===== src/rtl/gpio_lock_pkg.sv =====
package gpio_lock_pkg;
  localparam int unsigned BUS_W  = 32;
  localparam int unsigned ADDR_W = 6;
  localparam int unsigned IDX_W  = 5;

  localparam logic [ADDR_W-1:0] ADR_DRIVEN = 6'h00;
  localparam logic [ADDR_W-1:0] ADR_PADS   = 6'h01;
  localparam logic [ADDR_W-1:0] ADR_SET    = 6'h02;
  localparam logic [ADDR_W-1:0] ADR_CLR    = 6'h03;
  localparam logic [ADDR_W-1:0] ADR_KEY    = 6'h05;
  localparam logic [ADDR_W-1:0] ADR_LOCK   = 6'h06;

  localparam logic [BUS_W-1:0] UNLOCK_KEY = 32'h00A5_A501;
endpackage


===== src/rtl/gpio_key_guard.sv =====
module gpio_key_guard
  import gpio_lock_pkg::*;
#(
  parameter int unsigned NPINS = 32
) (
  input  logic              clk,
  input  logic              rst,
  input  logic              wr_en,
  input  logic [ADDR_W-1:0] addr,
  input  logic [BUS_W-1:0]  wdata,
  output logic [NPINS-1:0]  lock_q,
  output logic              armed_q
);
  logic key_ok;
  logic lock_hit;

  assign key_ok   = (addr == ADR_KEY) && (wdata == UNLOCK_KEY);
  assign lock_hit = (addr == ADR_LOCK);

  always_ff @(posedge clk) begin
    if (rst) begin
      armed_q <= 1'b0;
      lock_q  <= '1;
    end else if (wr_en) begin
      if (lock_hit && armed_q) lock_q <= wdata[NPINS-1:0];
      armed_q <= key_ok;
    end
  end
endmodule


===== src/rtl/gpio_in_sync.sv =====
module gpio_in_sync #(
  parameter int unsigned NPINS  = 32,
  parameter int unsigned STAGES = 2
) (
  input  logic             clk,
  input  logic             rst,
  input  logic [NPINS-1:0] pad_in,
  output logic [NPINS-1:0] pad_sync
);
  logic [NPINS-1:0] stage_q [STAGES];

  for (genvar s = 0; s < STAGES; s++) begin : g_stage
    always_ff @(posedge clk) begin
      if (rst) stage_q[s] <= '0;
      else if (s == 0) stage_q[s] <= pad_in;
      else stage_q[s] <= stage_q[(s == 0) ? 0 : s-1];
    end
  end

  assign pad_sync = stage_q[STAGES-1];
endmodule


===== src/rtl/gpio_pin_ctrl.sv =====
module gpio_pin_ctrl
  import gpio_lock_pkg::*;
#(
  parameter int unsigned NPINS = 32
) (
  input  logic              clk,
  input  logic              rst,
  input  logic              wr_en,
  input  logic [ADDR_W-1:0] addr,
  input  logic [BUS_W-1:0]  wdata,
  input  logic [NPINS-1:0]  lock_q,
  output logic [NPINS-1:0]  dir_q,
  output logic [NPINS-1:0]  out_q
);
  logic set_wr;
  logic clr_wr;
  logic ctl_wr;

  assign set_wr = wr_en && (addr == ADR_SET);
  assign clr_wr = wr_en && (addr == ADR_CLR);
  assign ctl_wr = wr_en && addr[ADDR_W-1];

  for (genvar p = 0; p < NPINS; p++) begin : g_pin
    logic dir_r;
    logic out_r;
    logic ctl_hit;

    assign ctl_hit = ctl_wr && (addr[IDX_W-1:0] == IDX_W'(p));

    always_ff @(posedge clk) begin
      if (rst) begin
        dir_r <= 1'b1;
        out_r <= 1'b0;
      end else if (!lock_q[p]) begin
        if (ctl_hit) dir_r <= wdata[0];
        if (set_wr && wdata[p]) out_r <= 1'b1;
        else if (clr_wr && wdata[p]) out_r <= 1'b0;
      end
    end

    assign dir_q[p] = dir_r;
    assign out_q[p] = out_r;
  end
endmodule


===== src/rtl/gpio_lock_bank.sv =====
module gpio_lock_bank
  import gpio_lock_pkg::*;
#(
  parameter int unsigned NPINS       = 32,
  parameter int unsigned SYNC_STAGES = 2
) (
  input  logic              clk,
  input  logic              rst,
  input  logic              bus_wr,
  input  logic              bus_rd,
  input  logic [5:0]        bus_addr,
  input  logic [31:0]       bus_wdata,
  output logic [31:0]       bus_rdata,
  input  logic [NPINS-1:0]  pad_in,
  output logic [NPINS-1:0]  pad_out,
  output logic [NPINS-1:0]  pad_oe
);
  logic [NPINS-1:0] lock_q;
  logic             armed_q;
  logic [NPINS-1:0] dir_q;
  logic [NPINS-1:0] out_q;
  logic [NPINS-1:0] pad_sync;
  logic [BUS_W-1:0] dir_word;
  logic [BUS_W-1:0] rd_mux;

  gpio_key_guard #(.NPINS(NPINS)) u_guard (
    .clk(clk), .rst(rst), .wr_en(bus_wr), .addr(bus_addr),
    .wdata(bus_wdata), .lock_q(lock_q), .armed_q(armed_q)
  );

  gpio_pin_ctrl #(.NPINS(NPINS)) u_pins (
    .clk(clk), .rst(rst), .wr_en(bus_wr), .addr(bus_addr),
    .wdata(bus_wdata), .lock_q(lock_q), .dir_q(dir_q), .out_q(out_q)
  );

  gpio_in_sync #(.NPINS(NPINS), .STAGES(SYNC_STAGES)) u_sync (
    .clk(clk), .rst(rst), .pad_in(pad_in), .pad_sync(pad_sync)
  );

  assign dir_word = BUS_W'(dir_q);

  always_comb begin
    rd_mux = '0;
    if (bus_addr[ADDR_W-1]) begin
      rd_mux[0] = dir_word[bus_addr[IDX_W-1:0]];
    end else begin
      case (bus_addr)
        ADR_DRIVEN: rd_mux = BUS_W'(out_q);
        ADR_PADS:   rd_mux = BUS_W'(pad_sync);
        ADR_LOCK:   rd_mux = BUS_W'(lock_q);
        default:    rd_mux = '0;
      endcase
    end
  end

  always_ff @(posedge clk) begin
    if (rst) bus_rdata <= '0;
    else if (bus_rd) bus_rdata <= rd_mux;
  end

  assign pad_out = out_q;
  assign pad_oe  = ~dir_q;
endmodule


===== config.mk =====
export PLATFORM = sky130hd
export DESIGN_NAME = gpio_lock_bank
export DESIGN_NICKNAME = d
export VERILOG_FILES = /design/src/rtl/gpio_lock_pkg.sv /design/src/rtl/gpio_key_guard.sv /design/src/rtl/gpio_in_sync.sv /design/src/rtl/gpio_pin_ctrl.sv /design/src/rtl/gpio_lock_bank.sv
export SDC_FILE = /design/constraint.sdc
export NUM_CORES = 1
export LEC_CHECK = 0
export ABC_AREA = 1
export BUFFER_PORTS_ARGS = -buffer_cell sky130_fd_sc_hd__buf_4
export CAP_MARGIN = 0
export CORE_MARGIN = 2
export CORE_UTILIZATION = 35
export CTS_CLUSTER_SIZE = 8
export DETAILED_ROUTE_END_ITERATION = 10
export HOLD_SLACK_MARGIN = 0.1
export PLACE_DENSITY = 0.54
export SYNTH_ARGS = -nofsm -noshare
export SYNTH_HDL_FRONTEND = slang
export SYNTH_SLANG_ARGS = --single-unit

===== constraint.sdc =====
create_clock -name clk -period 1.41 [get_ports clk]
set_input_delay 0.2115 -clock clk [delete_from_list [all_inputs] [get_ports clk]]
set_output_delay 0.2115 -clock clk [all_outputs]
set_load 0.01 [all_outputs]

==> metrics.md <==
| Metric | Value |
|---|---|
| Status | completed |
| CP Class | input port to flip-flop |
| Peak supply drop | 0.000625 V |
| Crit path largest cell delay | 540 ps |
| Die W | 162 µm |
| Avg WL per Cell | 16.1 µm |
| Area of the core | 24400 µm² |
| WP data arrival | 1720 ps |
| H-tree levels | 4 |
| Number of buffers created by CTS | 17 |
| Area contributors post-synth | dfxtp_1 (44%), nand2_1 (12%), inv_1 (7.0%), o211ai_2 (6.3%), a21oi_1 (4.5%) |
| Final hold vios | 0 |
| Placed Area | 10400 µm² |
| Filler Cell Count | 2467 |
| Synth area leader | dfxtp_1 |
| Synth unique cells | 30 |
| Total track usage | 0.211 |
| Port bufs | 169 |
| CTS Sinks | 193 |
| Clock Latency Late Sink | 440 ps |
| Fin area | 11700 µm² |
| Largest net degree at the start of global routing | 75 |
| Post-route DRC | 0 |
| CP Cell Sequence | dlygate4sd3_1 -> buf_4 -> nor4_4 -> nand2_2 -> nor3_2 -> nand3_1 -> a21oi_1 |
| Relative slew margins | 0.591 |
| Area added between synthesis and finish | 34.1% |
| Worst-margin pin slew | 608 ps |
| Layout cells sized above 1 | 0.248 |
| Critical-path top delay cell | dlygate4sd3_1 |
| Post-Synthesis Cells | 1146 |
| Final setup violation count | 0 |
| Gpl congestion | 0.862 |
| GR Overflow Total | 0 |
| Reg clk slew, reported paths | 70 ps |
| Power Dens Cells | 977 nW/µm² |
| Commonest non-fill, non-tap cell in the layout | nand2_1 |
| Worst hold slack | 118 ps |
| Synthesized area per cell | 7.62 µm² |
| Vias | 7941 |
| Starting Density | 0.358 |
| Max Cap Viol | 0 |
| Die ar. | 26200 µm² |
| Synthesized Nets | 1220 |
| YS warnings | 0 |
| Tcrit/Tclk final | 0.956 |
| Drt via density | 4.67 |
| Synth top area share | 0.442 |
| Final setup TNS | 0 ps |
| DRT Wirelength | 27.3 mm |
| # rows | 57 |
| Slew Limit Fails | 0 |
| Post-route ant nets | 0 |
| Bufs on Longest Clock Path | 2 |
| First-pass GRT wire length | 43.5 mm |
| Setup Skew | 13.2 ps |
| Vias in the first global route | 7849 |
| DRT Pass-1 Iters | 5 |
| Ports | 170 |
| Worst Setup End Kind | flip-flop |
| Clock root buffer | clkbuf_16 |
| CTS tree | built |
| CP startpoint kind | input port |
| Synthesized area | 8740 µm² |
| Most frequent cells in the layout | nand2_1 (267), buf_4 (215), dfxtp_1 (193), inv_1 (162), nor2_1 (99) |
| Sequential-to-total area share from yosys stat | 0.442 |
| Final Core Density | 0.481 |
| Worst path required time | 1780 ps |
| P_leak | 0.00576 µW |
| Antenna violations before repair | 1 |
| Number of DRC markers in iteration 0 | 674 |
| Final HPWL DP | 20.1 mm |
| Achievable Freq | 0.742 GHz |
| HP Class | input port to flip-flop |
| Final min period | 1350 ps |
| FF+latch count, synth | 193 |
| Die Y | 162 µm |
| Crit path max fanout | 4 |
| Nets | 1435 |
-- worst max-delay path, delay by kind of cell --
kind	cells	cell delay, ps
compound gates	1	150
buf+inv	2	700
simple gates	4	650
-- stage by stage --
step	total power [µW]	setup WS [ps]	instances
finish	11400	62.2	1699
floorplan	6100	83.3	1146
CTS	11500	16.4	1700
global route	11900	-19.5	1699
detailed placement	6530	-267	1605
global placement	6530	-282	1605
-- where the power goes --
group,internal [µW],switching (µW)
Sequential,5540,28.0
Clock,2440,2450
Combinational,447,542
Total,8420,3020
-- path summary, 6_finish.rpt --
check | slack [ps] | endpoint | start | cells past startpoint
worst min-delay path | 120 | u_guard.armed_q | bus_wr | 4
worst max-delay path | 60 | u_guard.armed_q | bus_wdata[28] | 7
worst max register to register | 140 | bus_rdata[0] | u_pins.g_pin[16].dir_r | 10
worst min register to register | 400 | u_sync.stage_q[1][17] | u_sync.stage_q[0][17] | 2
-- per-layer routing --
layer	part of all wire	up-vias	wire length (µm)	GRT usage
met2	0.44	219	12100	0.321
met1	0.48	3595	13000	0.293
met3	0.062	35	1680	0.0529
li1	-	4092	-	-
met5	0	-	0	0
met4	0.017	0	475	0.0680
-- layout make-up --
type	count	area [µm²]	share of cell area
diodes	1	2.50	0.000214
clock buffers	18	439	0.0375
clock inverters	14	161	0.0138
inverters	170	639	0.0546
multi-input cells	686	3660	0.313
flip-flops and latches	193	3860	0.330
well taps	324	405	0.0346
repair buffers	293	2540	0.217
-- cell usage after synthesis, drive strengths merged --
master / instances
nand2: 273
nor4: 29
nor3: 1
clkinv: 1
dfxtp: 193
a31oi: 1
nor2: 108
nand3: 57
a21oi: 78
clkbuf: 32
a21boi: 1
inv: 169
o21ai: 31
buf: 65
o31ai: 14
nand4: 28
o211ai: 65
-- timing repair --
| item | 4_1_cts | 5_1_grt |
|---|---|---|
| hold endpoints to repair | 90 | 0 |
| setup endpoints to repair | 0 | 1 |
| setup buffers | 0 | 0 |
| resized for setup | 0 | 10 |
| hold buffers | 63 | 0 |
-- sequential cells by signal (all words and copies together), names as in the netlist --
| name | count |
|---|---|
| bus_rdata | 32 |
| u_guard.armed_q | 1 |
| u_guard.lock_q | 32 |
| u_pins.g_pin.dir_r | 32 |
| u_pins.g_pin.out_r | 32 |
| u_sync.stage_q | 64 |
-- cells by family (layout without fill, tap and decap cells) --
kind of cell,after synthesis,after routing,share of synthesized area
AOI/OAI and AO/OA,190,190,0.157
DFF,193,193,0.442
other,0,1,0
buffers and inverters,267,495,0.146
and+or+nand+nor,496,496,0.255
No activity file was read; power rests on OpenSTA's default activity.
